## config.mk

```make
export PLATFORM = sky130hd
export DESIGN_NAME = lowrate_tx
export DESIGN_NICKNAME = d
export VERILOG_FILES = /design/src/rtl/lrtx_pkg.sv /design/src/rtl/lrtx_baud.sv /design/src/rtl/lrtx_hold.sv /design/src/rtl/lrtx_shift.sv /design/src/rtl/lrtx_enc.sv /design/src/rtl/lowrate_tx.sv
export SDC_FILE = /design/constraint.sdc
export NUM_CORES = 1
export LEC_CHECK = 0
export ABC_AREA = 1
export CORE_MARGIN = 2
export CORE_UTILIZATION = 30
export CTS_CLUSTER_DIAMETER = 60
export DETAILED_ROUTE_END_ITERATION = 8
export GPL_ROUTABILITY_DRIVEN = 0
export PLACE_DENSITY = 0.49
export SYNTH_ARGS = -nofsm -noshare
export SYNTH_HDL_FRONTEND = slang
export SYNTH_HIERARCHICAL = 1
export SYNTH_SLANG_ARGS = --single-unit
```

## constraint.sdc

```tcl
create_clock -name clk -period 3.1 [get_ports clk]
set_input_delay 0.62 -clock clk [delete_from_list [all_inputs] [get_ports clk]]
set_output_delay 0.62 -clock clk [all_outputs]
set_load 0.02 [all_outputs]
```

## src/rtl/lrtx_pkg.sv

```systemverilog
// Shared constants and line-code encoding for the low-rate transmitter.
package lrtx_pkg;
    // Line-code selector values carried on the mode input.
    typedef enum logic [2:0] {
        LC_RZ  = 3'b000,
        LC_FM0 = 3'b001,
        LC_FM1 = 3'b010
    } line_code_e;
endpackage

```

## src/rtl/lrtx_baud.sv

```systemverilog
// Half-cell tick generator.
// Emits a one-cycle tick every DIV+1 clocks while enabled, and holds the
// count at zero while disabled. Assumes the divide value is quasi-static;
// if it shrinks below the current count, the next cycle wraps.
module lrtx_baud #(
    parameter int DIV_W = 7
) (
    input  logic             clk,
    input  logic             rst_n,
    input  logic             en,
    input  logic [DIV_W-1:0] div,
    output logic             tick
);
    logic [DIV_W-1:0] dcnt;

    assign tick = en && (dcnt >= div);

    // Divider counter: wraps on a tick, cleared while disabled.
    always_ff @(posedge clk) begin
        if (!rst_n)      dcnt <= '0;
        else if (!en)    dcnt <= '0;
        else if (tick)   dcnt <= '0;
        else             dcnt <= dcnt + 1'b1;
    end


    idle_quiet_chk: assert property (@(posedge clk) disable iff (!rst_n)
        !en |=> (dcnt == '0));
endmodule

```

## src/rtl/lrtx_hold.sv

```systemverilog
// Holding register for one word.
// The low byte is staged first; the high part commits the word and sets
// full. A take from the shifter empties the register. A commit in the same
// cycle as a take leaves the register full with the new word.
module lrtx_hold #(
    parameter int WORD_W = 12
) (
    input  logic              clk,
    input  logic              rst_n,
    input  logic              wr_lo,
    input  logic              wr_hi,
    input  logic [7:0]        wr_data,
    input  logic              take,
    output logic [WORD_W-1:0] word,
    output logic              full
);
    localparam int HI_W = WORD_W - 8;

    logic [7:0]      lo_q;
    logic [HI_W-1:0] hi_q;
    logic            full_q;

    assign word = {hi_q, lo_q};
    assign full = full_q;

    // Data staging for both halves of the word.
    always_ff @(posedge clk) begin
        if (!rst_n) begin
            lo_q <= '0;
            hi_q <= '0;
        end else begin
            if (wr_lo) lo_q <= wr_data;
            if (wr_hi) hi_q <= wr_data[HI_W-1:0];
        end
    end

    // Full flag: set by commit, cleared by take; commit wins.
    always_ff @(posedge clk) begin
        if (!rst_n)      full_q <= 1'b0;
        else if (wr_hi)  full_q <= 1'b1;
        else if (take)   full_q <= 1'b0;
    end


    commit_chk: assert property (@(posedge clk) disable iff (!rst_n)
        wr_hi |=> full_q);

    drain_chk: assert property (@(posedge clk) disable iff (!rst_n)
        $fell(full_q) |-> $past(take));
endmodule

```

## src/rtl/lrtx_shift.sv

```systemverilog
// Parallel-to-serial shifter with cell/slot sequencing.
// Each tick advances one half cell. At the end of the last cell of a slot,
// the shifter loads the holding register if it is full; otherwise it
// starts an idle slot and flags underrun. It also keeps the bi-phase level,
// which toggles at every cell start and mid-cell according to the FM flavour.
module lrtx_shift #(
    parameter int WORD_W = 12
) (
    input  logic              clk,
    input  logic              rst_n,
    input  logic              tick,
    input  logic              full,
    input  logic [WORD_W-1:0] word,
    input  logic              fm0_sel,
    input  logic              fm1_sel,
    input  logic              wr_hi,
    input  logic              irq_clr,
    output logic              take,
    output logic              cur_bit,
    output logic              valid,
    output logic              half,
    output logic              lvl,
    output logic              irq,
    output logic              underrun
);
    localparam int CW = $clog2(WORD_W);
    localparam logic [CW-1:0] LAST = CW'(WORD_W - 1);

    logic [WORD_W-1:0] shreg;
    logic [CW-1:0]     cnt;
    logic              half_q, valid_q, lvl_q, irq_q, urun_q;
    logic              boundary, mid_flip;

    assign boundary = tick && half_q && (cnt == LAST);
    assign take     = boundary && full;
    assign mid_flip = (fm1_sel && shreg[0]) || (fm0_sel && !shreg[0]);
    assign cur_bit  = shreg[0];
    assign valid    = valid_q;
    assign half     = half_q;
    assign lvl      = lvl_q;
    assign irq      = irq_q;
    assign underrun = urun_q;

    // Cell sequencing, shifting, slot loading and bi-phase level.
    always_ff @(posedge clk) begin
        if (!rst_n) begin
            cnt     <= LAST;
            half_q  <= 1'b1;
            shreg   <= '0;
            valid_q <= 1'b0;
            lvl_q   <= 1'b0;
        end else if (tick) begin
            if (half_q) begin
                half_q <= 1'b0;
                lvl_q  <= ~lvl_q;
                if (cnt == LAST) begin
                    cnt     <= '0;
                    shreg   <= full ? word : '0;
                    valid_q <= full;
                end else begin
                    cnt   <= cnt + 1'b1;
                    shreg <= shreg >> 1;
                end
            end else begin
                half_q <= 1'b1;
                if (mid_flip) lvl_q <= ~lvl_q;
            end
        end
    end

    // Interrupt: set on each transfer, held until cleared; set wins.
    always_ff @(posedge clk) begin
        if (!rst_n)        irq_q <= 1'b0;
        else if (take)     irq_q <= 1'b1;
        else if (irq_clr)  irq_q <= 1'b0;
    end

    // Underrun: set on an empty boundary, cleared by a commit; set wins.
    always_ff @(posedge clk) begin
        if (!rst_n)                  urun_q <= 1'b0;
        else if (boundary && !full)  urun_q <= 1'b1;
        else if (wr_hi)              urun_q <= 1'b0;
    end


    irq_on_take_chk: assert property (@(posedge clk) disable iff (!rst_n)
        take |=> irq_q);

    frozen_chk: assert property (@(posedge clk) disable iff (!rst_n)
        !tick |=> ($stable(cnt) && $stable(half_q) && $stable(shreg)));

    cnt_range_chk: assert property (@(posedge clk) disable iff (!rst_n)
        cnt <= LAST);

    underrun_chk: assert property (@(posedge clk) disable iff (!rst_n)
        (boundary && !full) |=> (urun_q && !valid_q));

    cell_edge_chk: assert property (@(posedge clk) disable iff (!rst_n)
        (tick && half_q) |=> (lvl_q != $past(lvl_q)));
endmodule

```

## src/rtl/lrtx_enc.sv

```systemverilog
// Line encoder.
// Maps the shifter state onto the return-to-zero pair or the bi-phase
// pair according to the mode, and silences everything when transmit is off
// or the mode is unassigned. Purely combinational.
module lrtx_enc
    import lrtx_pkg::*;
(
    input  logic       clk,
    input  logic       rst_n,
    input  logic [2:0] mode,
    input  logic       tx_en,
    input  logic       half,
    input  logic       cur_bit,
    input  logic       valid,
    input  logic       lvl,
    output logic       rz_a,
    output logic       rz_b,
    output logic       bp_a,
    output logic       bp_b
);
    // Output selection per line code.
    always_comb begin
        rz_a = 1'b0;
        rz_b = 1'b0;
        bp_a = 1'b0;
        bp_b = 1'b0;
        if (tx_en) begin
            case (mode)
                LC_RZ: begin
                    rz_a = !half && valid && cur_bit;
                    rz_b = !half && valid && !cur_bit;
                end
                LC_FM0, LC_FM1: begin
                    bp_a = lvl;
                    bp_b = !lvl;
                end
                default: ;
            endcase
        end
    end


    rz_excl_chk: assert property (@(posedge clk) disable iff (!rst_n)
        !(rz_a && rz_b));

    gate_chk: assert property (@(posedge clk) disable iff (!rst_n)
        !tx_en |-> (!rz_a && !rz_b && !bp_a && !bp_b));

    bp_comp_chk: assert property (@(posedge clk) disable iff (!rst_n)
        (bp_a || bp_b) |-> (bp_a != bp_b));
endmodule

```

## src/rtl/lowrate_tx.sv

```systemverilog
// Top level of the low-rate serial word transmitter.
// Ties the divider, holding register, shifter and encoder together.
// Assumes the host issues single-cycle strobes and keeps div_cfg and mode
// stable while a slot is in flight.
module lowrate_tx
    import lrtx_pkg::*;
#(
    parameter int WORD_W = 12,
    parameter int DIV_W  = 7
) (
    input  logic       clk,
    input  logic       rst_n,
    input  logic       wr_lo,
    input  logic       wr_hi,
    input  logic [7:0] wr_data,
    input  logic [7:0] div_cfg,
    input  logic [2:0] mode,
    input  logic       tx_en,
    input  logic       irq_clr,
    output logic       irq,
    output logic       underrun,
    output logic       rz_a,
    output logic       rz_b,
    output logic       bp_a,
    output logic       bp_b
);
    logic              tick, take, full, cur_bit, valid, half, lvl;
    logic [WORD_W-1:0] word;
    logic              fm0_sel, fm1_sel;

    assign fm0_sel = (mode == LC_FM0);
    assign fm1_sel = (mode == LC_FM1);

    lrtx_baud #(.DIV_W(DIV_W)) baud_i (
        .clk(clk), .rst_n(rst_n), .en(div_cfg[7]),
        .div(div_cfg[DIV_W-1:0]), .tick(tick)
    );

    lrtx_hold #(.WORD_W(WORD_W)) hold_i (
        .clk(clk), .rst_n(rst_n), .wr_lo(wr_lo), .wr_hi(wr_hi),
        .wr_data(wr_data), .take(take), .word(word), .full(full)
    );

    lrtx_shift #(.WORD_W(WORD_W)) shift_i (
        .clk(clk), .rst_n(rst_n), .tick(tick), .full(full), .word(word),
        .fm0_sel(fm0_sel), .fm1_sel(fm1_sel), .wr_hi(wr_hi),
        .irq_clr(irq_clr), .take(take), .cur_bit(cur_bit), .valid(valid),
        .half(half), .lvl(lvl), .irq(irq), .underrun(underrun)
    );

    lrtx_enc enc_i (
        .clk(clk), .rst_n(rst_n), .mode(mode), .tx_en(tx_en),
        .half(half), .cur_bit(cur_bit), .valid(valid), .lvl(lvl),
        .rz_a(rz_a), .rz_b(rz_b), .bp_a(bp_a), .bp_b(bp_b)
    );


    unused_mode_chk: assert property (@(posedge clk) disable iff (!rst_n)
        (mode != LC_RZ && mode != LC_FM0 && mode != LC_FM1)
            |-> (!rz_a && !rz_b && !bp_a && !bp_b));
endmodule

```

Word level (Yosys, flattened, before mapping)
Index checks and enable logic that the tools add are counted.
Widths: inputs -> output; s select.
{"block": "op_classes", "n_addsub": 2, "magnitude_cmp": 1, "eq_ne": 3, "mux": 20, "bitwise": 3, "reduce_logical": 25}
{"operator": "$mux 12", "count": 2}
{"operator": "$mux 1", "count": 17}
{"operator": "$logic_and 1x1->1", "count": 10}
{"operator": "$reduce_bool 2->1", "count": 4}
{"operator": "$add 7x1->7 const B", "count": 1}
{"operator": "$ge 7x7->1", "count": 1}
{"operator": "$add 4x1->4 const B", "count": 1}
{"operator": "$eq 4x4->1 const B", "count": 1}
{"operator": "$logic_not 1->1", "count": 4}
{"operator": "$mux 4", "count": 1}
{"operator": "$reduce_and 2->1", "count": 2}
{"operator": "$eq 3x1->1 const B", "count": 1}
{"operator": "$eq 3x2->1 const B", "count": 1}
{"operator": "$logic_not 3->1", "count": 1}
{"operator": "$not 1->1", "count": 3}
{"operator": "$reduce_and 3->1", "count": 1}
{"operator": "$reduce_or 3->1", "count": 1}
{"operator": "$reduce_or 2->1", "count": 1}
{"operator": "$logic_or 1x1->1", "count": 1}
{"block": "word_totals", "ff_bits": 41, "in_bits": 25, "word_cells": 65}

Logic depth before layout (Yosys ltp)
Gate-level depths: netlist of run 1.
{"block": "logic_depth", "depth_word": 7, "mapped_depth": 13}

Hierarchy
The synthesis of run 1 kept the hierarchy.
{"module": "lrtx_shift", "n_inst": 1, "cells_per_inst": 179, "area_each_um2": 1213.7}
{"module": "lrtx_baud", "n_inst": 1, "cells_per_inst": 67, "area_each_um2": 508.0}
{"module": "lrtx_hold", "n_inst": 1, "cells_per_inst": 56, "area_each_um2": 439.2}
{"module": "lrtx_enc", "n_inst": 1, "cells_per_inst": 19, "area_each_um2": 81.3}
{"module": "lowrate_tx", "n_inst": 1, "cells_per_inst": 6, "area_each_um2": 22.5}

Worst setup path before layout of run 1
No wires, ideal clock.
{"block": "synth_path", "path_type": "input-to-reg", "from": "input port div_cfg[2]", "to": "register hold_i.full_q (netlist: hold_i/full)", "setup_ns": 0.119, "t_arrival_ns": 2.142, "path_slack_ns": 0.840, "stages": 13, "cell_sequence": "inv_1 ha_1 nand2_1 nor2_1 nand3_1 a31oi_1 nand2_4 nor2_1 nand2_1 inv_1 inv_1 nand2_1 a21oi_1"}
{"block": "synth_via", "elab_chain_len": 6}
{"item": "start: declaration", "line_no": "lowrate_tx.sv:16", "text": "input logic [7:0] div_cfg,"}
{"item": "$ge 7x7->1", "line_no": "lrtx_baud.sv:16", "text": "assign tick = en && (dcnt >= div);"}
{"item": "$logic_and 1x1->1", "line_no": "lrtx_baud.sv:16"}
{"item": "named net tick", "line_no": "lowrate_tx.sv:27", "text": "logic tick, take, full, cur_bit, valid, half, lvl;"}
{"item": "$logic_and 1x1->1 (2 in series)", "line_no": "lrtx_shift.sv:34", "text": "assign boundary = tick && half_q && (cnt == LAST);"}
{"item": "$logic_and 1x1->1", "line_no": "lrtx_shift.sv:35", "text": "assign take = boundary && full;"}
{"item": "named net take", "line_no": "lowrate_tx.sv:27"}
{"item": "$reduce_bool 2->1 (no line)"}
{"item": "end signal: assignment", "line_no": "lrtx_hold.sv:39", "text": "if (!rst_n) full_q <= 1'b0;"}
{"item": "end signal: assignment", "line_no": "lrtx_hold.sv:40", "text": "else if (wr_hi) full_q <= 1'b1;"}
{"item": "end signal: assignment", "line_no": "lrtx_hold.sv:41", "text": "else if (take) full_q <= 1'b0;"}
{"item": "end: declaration", "line_no": "lrtx_hold.sv:21", "text": "logic full_q;"}
The timed path passes the listed nets, and every way through them passes these cells.
A chain may end at the register's enable or synchronous reset.

Worst setup path in the final report of run 1
{"block": "layout_path", "from": "input port mode[1]", "to": "output port rz_b"}
{"block": "layout_via", "elab_chain_len": 3}
{"item": "start: declaration", "line_no": "lowrate_tx.sv:17", "text": "input logic [2:0] mode,"}
{"item": "$logic_not 3->1", "line_no": "lrtx_enc.sv:28", "text": "case (mode)"}
{"item": "$mux 1", "line_no": "lrtx_enc.sv:28"}
{"item": "$mux 1", "line_no": "lrtx_enc.sv:27", "text": "if (tx_en) begin"}
{"item": "end: declaration", "line_no": "lowrate_tx.sv:23", "text": "output logic rz_b,"}
No other way between the ends.

==> results of run 1 <==
-- cells in the mapped netlist (all sizes together) --
| cell | count |
|---|---|
| nand3b | 1 |
| xnor2 | 3 |
| o31ai | 1 |
| a31oi | 1 |
| a21oi | 11 |
| nor2 | 67 |
| o21bai | 1 |
| o21ai | 13 |
| buf | 7 |
| nor3 | 2 |
| nand2 | 88 |
| xor2 | 2 |
| nand4 | 3 |
| dfxtp | 41 |
| inv | 57 |
| ha | 9 |
| nand3 | 20 |
-- metrics by stage --
stage | power, mW | hold WS (ps) | util, % | setup slack [ps]
4_1_cts | 1.10 | 485 | 37.5 | 414
2_1_floorplan | 0.631 | 430 | - | 840
3_5_place_dp | 0.683 | 469 | 36.1 | 289
5_1_grt | 1.14 | 504 | 37.5 | 324
3_3_place_gp | 0.683 | 459 | 36.1 | 313
6_report | 1.09 | 479 | 37.5 | 428
-- flip-flops by register name (all words and copies together) (netlist names) --
| name | flops |
|---|---|
| baud_i/dcnt | 7 |
| hold_i/full | 1 |
| hold_i/hi_q | 4 |
| hold_i/lo_q | 8 |
| shift_i/cnt | 4 |
| shift_i/half | 1 |
| shift_i/irq | 1 |
| shift_i/lvl | 1 |
| shift_i/shreg | 12 |
| shift_i/underrun | 1 |
| shift_i/valid | 1 |
-- worst paths after layout --
path                     startpoint           endpoint  slack [ps]  cells past startpoint
setup / recovery            mode[1]               rz_b         430                      5
hold / removal    shift_i/shreg[11]  shift_i/shreg[11]         480                      2
setup reg to reg     baud_i/dcnt[0]     shift_i/cnt[3]        1010                     12
hold reg to reg   shift_i/shreg[11]  shift_i/shreg[11]         480                      2
-- logic make-up after synthesis --
family	after synthesis
flops	41
fa+ha+maj	9
buf+inv	64
compound gates	27
simple gates	181
xor+xnor	5
-- area by class of cell --
| cell class | instances | area [µm²] |
|---|---|---|
| tap | 99 | 124 |
| timing repair buffer | 32 | 315 |
| sequential | 41 | 821 |
| multi-input combinational | 222 | 1150 |
| fill | 818 | 4560 |
| clock inverter | 2 | 35.0 |
| clock buffer | 5 | 68.8 |
| inverter | 57 | 221 |
-- placed cells by master, fill, tap and decap left out, types with 2 or more instances in the layout --
| master | n |
|---|---|
| nand2_1 | 77 |
| nor2_1 | 59 |
| inv_1 | 53 |
| dfxtp_1 | 41 |
| clkdlybuf4s50_1 | 30 |
| o21ai_0 | 13 |
| nand2_2 | 10 |
| nand3_1 | 10 |
| nand3_2 | 10 |
| a21oi_1 | 9 |
| ha_1 | 9 |
| nor2_2 | 8 |
| clkbuf_8 | 5 |
| inv_2 | 3 |
| xnor2_1 | 3 |
| nand4_1 | 2 |
| xor2_1 | 2 |
| nor3_1 | 2 |
| buf_4 | 2 |
-- layer usage --
metal,up-vias,track usage (%),part of all wire (%)
met5,-,0,0
met2,25,18.0,42
li1,1051,-,-
met3,5,3.26,3.7
met4,0,3.41,1.3
met1,792,15.2,53
-- power by group through the flow --
stage          Clock [mW]  Combinational, mW  Sequential, mW
5_1_grt             0.455              0.132           0.557
3_5_place_dp            0              0.116           0.567
3_3_place_gp            0              0.116           0.566
6_report            0.418              0.115           0.554
4_1_cts             0.433              0.117           0.554
2_1_floorplan           0             0.0696           0.561
-- worst max-delay path, cell delays in order --
cell and delay, ps:
clkdlybuf4s50_1 470, nor2_2 170, nand2_1 80, nor2_1 110, clkdlybuf4s50_1 600
==> out/qor.csv, run 1 <==
metric,value,unit
outcome,completed,
leakage,1.27,nW
IO Pins,31,
CTS Root Buffer Type,clkbuf_8,
CTS Hold Buffers Added,0,
Layout Nets,393,
worst-path maximum fanout,4,
final setup skew,8.61,ps
minimum clock period,2670,ps
Clock Path Buffers,2,
Max-Slew Margin vs Limit,51.3,%
Yosys reg bits,41,
core footprint,0.00729,mm²
via count,1873,
largest net degree at the start of global routing,28,
Die Area,0.00826,mm²
startpoint class of the critical path,input port,
Synth Area in Adders,4.97,%
dpl cells,451,
mux cell area share after synthesis,0,%
P_sw,0.256,mW
H-tree depth,2,
Area after DPL,0.00263,mm²
largest family of logic cells by synthesized area,simple AND/OR/NAND/NOR gates,
Setup CP Type,in -> out,
worst skew pair latency,290,ps
FMAX,374,MHz
Mapped Area,0.00226,mm²
Worst-Margin Slew,729,ps
vias per inst,4.09,
vias in the first global route,1738,
Reg power frac,50.9,%
cts bufs inserted,5,
DR iter-0 viols,74,
height of the die,90.9,µm
period utilization,86.2,%
Synth Area in Compound Gates,6.91,%
Clk pwr share,38.5,%
combinational share of power,10.6,%
TritonCTS clock tree,yes,
sequential-to-total area share from yosys stat,36.2,%
Setup Viol. Count Final,0,
synth unique cells,29,
"Design Area, Final",0.00273,mm²
Synth Instances,327,
crit end category,output port,
setup bufs post-CTS,0,
Clock transition at path regs,80,ps
Routed Antenna Nets,0,
RSZ-0062 raised after global routing,no,
layout cells sized above 1,12.5,%
drc violations,0,
Tot GR Track Use,11.4,%
post-cts resize count,0,
yosys warns,6,
Sw Ratio,23.5,%
clock sink count,41,
Int Power,0.832,mW
simple-gate share of the synthesized area,36.9,%
"Avg Cell Area, Syn",6.93,µm²
iteration count of the initial detailed-routing pass,4,
Rows,31,
max-cap viol count,0,
starting density of the core,31.1,%
worst hold path type,reg -> reg,
worst vdd ir,0.000223,V
grt total ovfl,0,
XOR/XNOR Fraction of Synth Area,1.93,%
Routed WL per cell,9.65,µm
Post-Syn Nets,361,
endpoints failing hold,0,
Antenna Cells,0,
DP HPWL,3270,µm
Worst EP required,2480,ps
chip width,90.9,µm
Setup TNS Final,0,ps
Area Overhead vs Synth,20.7,%
IO Port Bufs,30,
"area leader, netlist",dfxtp_1,
antenna violations before repair,0,
first-pass GRT wire length,7760,µm
"non-filler cells, final",458,
Yosys top cell area share,36.2,%
PwrDens,398,mW/mm²
Max Slew Vio Count,0,
final wirelength,4420,µm
top post-synthesis cells by area,"dfxtp_1 (36%), nand2_1 (13%), nor2_1 (9.8%)",
crit path DAT,2050,ps
Note: power is estimated with default switching activity, not from simulation.
==> inputs of run 2 (changes only) <==
--- a/config.mk
+++ b/config.mk
@@ -11,7 +11,6 @@
 export CTS_CLUSTER_DIAMETER = 60
 export DETAILED_ROUTE_END_ITERATION = 8
 export GPL_ROUTABILITY_DRIVEN = 0
-export PLACE_DENSITY = 0.49
 export SYNTH_ARGS = -nofsm -noshare
 export SYNTH_HDL_FRONTEND = slang
 export SYNTH_HIERARCHICAL = 1
==> run 2 against run 1 <==
Design area grew 0.18%. Maximum frequency shrank 0.42%. Combinational power is essentially flat. First-iteration DRC count grew 49%. Flip-flop and latch count is the same. Hold slack lost 8.0 ps. Utilization grew 0.069 points. Via count grew 2.9%. Worst setup slack lost 11 ps. Clock power grew 5.7%. Power grew 2.1%. Cell count is the same. Highest routed layer unchanged.
==> out/qor.csv, run 2 (same netlist as run 1, synthesis figures left out) <==
metric,value,unit
outcome,completed,
Hold WS,471,ps
chip width,90.9,µm
layout cells sized above 1,12.3,%
"delay-heaviest family, CP",simple AND/OR/NAND/NOR gates,
starting density of the core,31.1,%
Max Slew Vio Count,0,
Tot GR Track Use,11.0,%
height of the die,90.9,µm
critical path depth in cells,14,
Setup Viol. Count Final,0,
grt total ovfl,0,
clock sink count,41,
Routed Antenna Nets,0,
Biggest register,shift_i/shreg,
worst skew pair latency,290,ps
Antenna Cells,0,
H-tree depth,2,
drc violations,0,
core footprint,0.00729,mm²
minimum clock period,2680,ps
via count,1928,
Final Power,1.11,mW
iteration count of the initial detailed-routing pass,4,
period utilization,86.6,%
crit end category,register,
Layout Nets,392,
Max-Slew Margin vs Limit,50.0,%
dpl cells,450,
endpoints failing hold,0,
CTS Root Buffer Type,clkbuf_8,
final core occ,37.6,%
vias per inst,4.21,
vias in the first global route,1794,
CP cell instances,clkdlybuf4s50_1 > inv_1 > ha_1 > nand2_1 > nor2_1 > nand3_1 > a31oi_1 > nand2_4 > nor2_1 > nand2_1 > inv_1 > inv_1 > nand2_1 > a21oi_1,
leakage,1.27,nW
Clock transition at path regs,80,ps
RSZ-0062 raised after global routing,no,
IO Pins,31,
final setup skew,3.63,ps
most frequent cells in the layout,"nand2_1 (77), nor2_1 (59), inv_1 (53), dfxtp_1 (41), clkdlybuf4s50_1 (30)",
cts bufs inserted,5,
worst hold path type,reg -> reg,
setup bufs post-CTS,0,
Largest register FFs,12,
antenna violations before repair,0,
final wirelength,4230,µm
worst-path maximum fanout,9,
Reg2Reg Depth,13,
post-cts resize count,0,
Worst-Margin Slew,749,ps
Routed WL per cell,9.24,µm
Area Overhead vs Synth,20.9,%
largest net degree at the start of global routing,28,
DR iter-0 viols,110,
CTS Hold Buffers Added,0,
"non-filler cells, final",458,
TritonCTS clock tree,yes,
slowest CP cell,clkdlybuf4s50_1,
Setup CP Type,in -> reg,
crit path DAT,2860,ps
Setup TNS Final,0,ps
FMAX,373,MHz
max-cap viol count,0,
IO Port Bufs,30,
Rows,31,
worst vdd ir,0.000245,V
PwrDens,406,mW/mm²
Filler cells,816,
"commonest non-fill, non-tap cell in the layout",nand2_1,
first-pass GRT wire length,7760,µm
Hold Path Cell Cnt,1,
Worst path max stage delay,450,ps
biggest regs,"shift_i/shreg x12, hold_i/lo_q x8, baud_i/dcnt x7",
Worst EP required,3280,ps
DP HPWL,3110,µm
Clock Path Buffers,2,
startpoint class of the critical path,input port,
Buf/Inv on CP,4,
Die Area,0.00826,mm²
-- run 2: cell types whose count changed in the layout (fill, tap and decap cells not counted), sizes merged --
| cell | previous run | this run |
|---|---|---|
| buf | 2 | 1 |
| clkbuf | 5 | 7 |
| clkinv | 1 | 0 |
-- run 2: path summary, 6_finish.rpt --
check                                     from             end  slack (ps)
worst max-delay path                div_cfg[2]     hold_i/full         420
worst min-delay path            baud_i/dcnt[0]  baud_i/dcnt[0]         470
worst max register to register  baud_i/dcnt[0]     hold_i/full         870
worst min register to register  baud_i/dcnt[0]  baud_i/dcnt[0]         470
-- run 2: layer usage --
layer / part of all wire (%) / vias up / routed length (µm) / track usage [%]
met2: 44 / 33 / 1850 / 17.5
li1: - / 1053 / - / -
met3: 4.3 / 4 / 183 / 2.75
met4: 0.99 / 0 / 42 / 3.41
met1: 51 / 838 / 2160 / 14.7
met5: 0 / - / 0 / 0
-- run 2: worst reg2reg max path: stages (launching register included) --
cell and delay [ps]:
dfxtp_1 380, inv_1 60, ha_1 280, nand2_1 50, nor2_1 90, nand3_1 140
a31oi_1 440, nand2_4 180, nor2_1 170, nand2_1 110, inv_1 80, inv_1 40
nand2_1 40, a21oi_1 60
-- run 2: cell type report --
type | instances | area (µm²) | area share [%]
sequential | 41 | 821 | 30.0
clock buffer | 7 | 86.3 | 3.15
timing repair buffer | 31 | 308 | 11.2
clock inverter | 1 | 30.0 | 1.10
tap | 99 | 124 | 4.52
inverter | 57 | 221 | 8.09
multi-input combinational | 222 | 1150 | 41.9
-- run 2: report_power, final --
group          switching [mW]  internal (mW)  total [mW]
Clock                   0.179          0.263       0.442
Combinational          0.0596         0.0554       0.115
Sequential             0.0117          0.542       0.554
-- run 2: metrics by stage --
step                      worst slack, ps  instance area [µm²]
after global placement                174                 2620
after CTS                             419                 2740
final                                 417                 2740
after global routing                  206                 2740
after floorplan                       840                 2260
after detailed placement              123                 2620
==> inputs of run 3 (changes only) <==
--- a/config.mk
+++ b/config.mk
@@ -6,11 +6,11 @@
 export NUM_CORES = 1
 export LEC_CHECK = 0
 export ABC_AREA = 1
-export CORE_MARGIN = 2
 export CORE_UTILIZATION = 30
 export CTS_CLUSTER_DIAMETER = 60
 export DETAILED_ROUTE_END_ITERATION = 8
 export GPL_ROUTABILITY_DRIVEN = 0
+export PLACE_DENSITY_LB_ADDON = 0.12
 export SYNTH_ARGS = -nofsm -noshare
 export SYNTH_HDL_FRONTEND = slang
 export SYNTH_HIERARCHICAL = 1
==> run 3 against run 2 <==
Utilization up 0.21 points. First-iteration DRC count down 2.7%. Register-to-register slack better by 100 ps. Cell count up 0.44%. Critical endpoint is now rz_a. Hold slack better by 1.2 ps. Wire length up 6.2%.
==> out/qor.csv, run 3 (same netlist as run 1, synthesis figures left out) <==
metric,value,unit
Setup TNS Final,0,ps
Clock Path Buffers,2,
Max-Slew Margin vs Limit,47.7,%
Place WS,226,ps
setup ws final,431,ps
most frequent cells in the layout,"nand2_1 (77), nor2_1 (59), inv_1 (53), dfxtp_1 (41), clkdlybuf4s50_1 (30)",
final setup skew,7.54,ps
Setup Viol. Count Final,0,
starting density of the core,31.1,%
worst-path maximum fanout,4,
DR iter-0 viols,107,
DP HPWL,3270,µm
minimum clock period,2670,ps
startpoint class of the critical path,input port,
period utilization,86.1,%
drc violations,0,
worst hold path type,reg -> reg,
Largest register FFs,12,
Layout Nets,394,
Area after DPL,0.00264,mm²
outcome,completed,
max-cap viol count,0,
via count,1857,
TritonCTS clock tree,yes,
Max Slew Vio Count,0,
first-pass GRT wire length,7960,µm
final core occ,37.8,%
routed wl met3,184,µm
CTS Hold Buffers Added,0,
Routed WL per cell,9.77,µm
final wirelength,4500,µm
IO Port Bufs,30,
IO Pins,31,
FMAX,375,MHz
CP cell instances,clkdlybuf4s50_1 > nor2_2 > nand2_1 > nor2_1 > clkdlybuf4s50_1,
Hold WS,472,ps
worst skew pair latency,290,ps
Worst path max stage delay,600,ps
crit path DAT,2050,ps
H-tree depth,2,
Antenna Cells,0,
largest net degree at the start of global routing,25,
metal1 wirelength,2450,µm
Setup CP Type,in -> out,
post-cts resize count,0,
CTS Root Buffer Type,clkbuf_8,
biggest regs,"shift_i/shreg x12, hold_i/lo_q x8, baud_i/dcnt x7",
PwrDens,406,mW/mm²
layout cells sized above 1,12.7,%
vias in the first global route,1786,
Rows,31,
Tot GR Track Use,13.1,%
Worst-Margin Slew,783,ps
clock sink count,41,
"non-filler cells, final",460,
Die Area,0.00790,mm²
"Design Area, Final",0.00275,mm²
core footprint,0.00729,mm²
grt total ovfl,0,
leakage,1.28,nW
chip width,88.9,µm
Filler cells,816,
Final Power,1.12,mW
setup bufs post-CTS,0,
Biggest register,shift_i/shreg,
antenna violations before repair,0,
Routed Antenna Nets,0,
height of the die,88.9,µm
worst vdd ir,0.000224,V
cts bufs inserted,5,
most used cell along the critical path,clkdlybuf4s50_1,
iteration count of the initial detailed-routing pass,4,
slowest CP cell,clkdlybuf4s50_1,
Worst EP required,2480,ps
RSZ-0062 raised after global routing,no,
routed wl met2,1780,µm
vias per inst,4.04,
"commonest non-fill, non-tap cell in the layout",nand2_1,
Top Layer Used,met4,
Area Overhead vs Synth,21.6,%
endpoints failing hold,0,
crit end category,output port,
dpl cells,452,
Clock transition at path regs,80,ps
run 3: cell types whose count changed in the layout (fill, tap and decap cells not counted), sizes merged:
cell / previous run / this run
buf: 1 / 3
run 3: path summary, 6_finish.rpt:
path | end | depth (start not counted) | start | slack (ps)
hold reg to reg | baud_i/dcnt[0] | 1 | baud_i/dcnt[0] | 470
hold / removal | baud_i/dcnt[0] | 1 | baud_i/dcnt[0] | 470
setup reg to reg | hold_i/full | 13 | baud_i/dcnt[0] | 970
setup / recovery | rz_a | 5 | mode[1] | 430
run 3: metal layers:
layer / global-route usage (%) / up-vias
met5: 0 / -
met4: 5.28 / 0
met3: 2.89 / 4
met2: 20.0 / 28
met1: 17.8 / 769
li1: - / 1056
run 3: power by group:
group | total [mW] | internal (mW) | switching, mW
combinational | 0.117 | 0.0559 | 0.0606
clock | 0.449 | 0.263 | 0.186
sequential | 0.554 | 0.542 | 0.0118
run 3: cell type report:
cell class,count,area (µm²),share of cell area (%)
repair buffers,33,323,11.7
multi-input cells,222,1150,41.7
flip-flops and latches,41,821,29.8
well taps,99,124,4.50
clock inverters,1,30.0,1.09
inverters,57,221,8.04
clock buffers,7,86.3,3.13
run 3: critical path, delay by kind of cell:
| family | cells | cell delay [ps] |
|---|---|---|
| simple gates | 3 | 350 |
| buf+inv | 2 | 1070 |
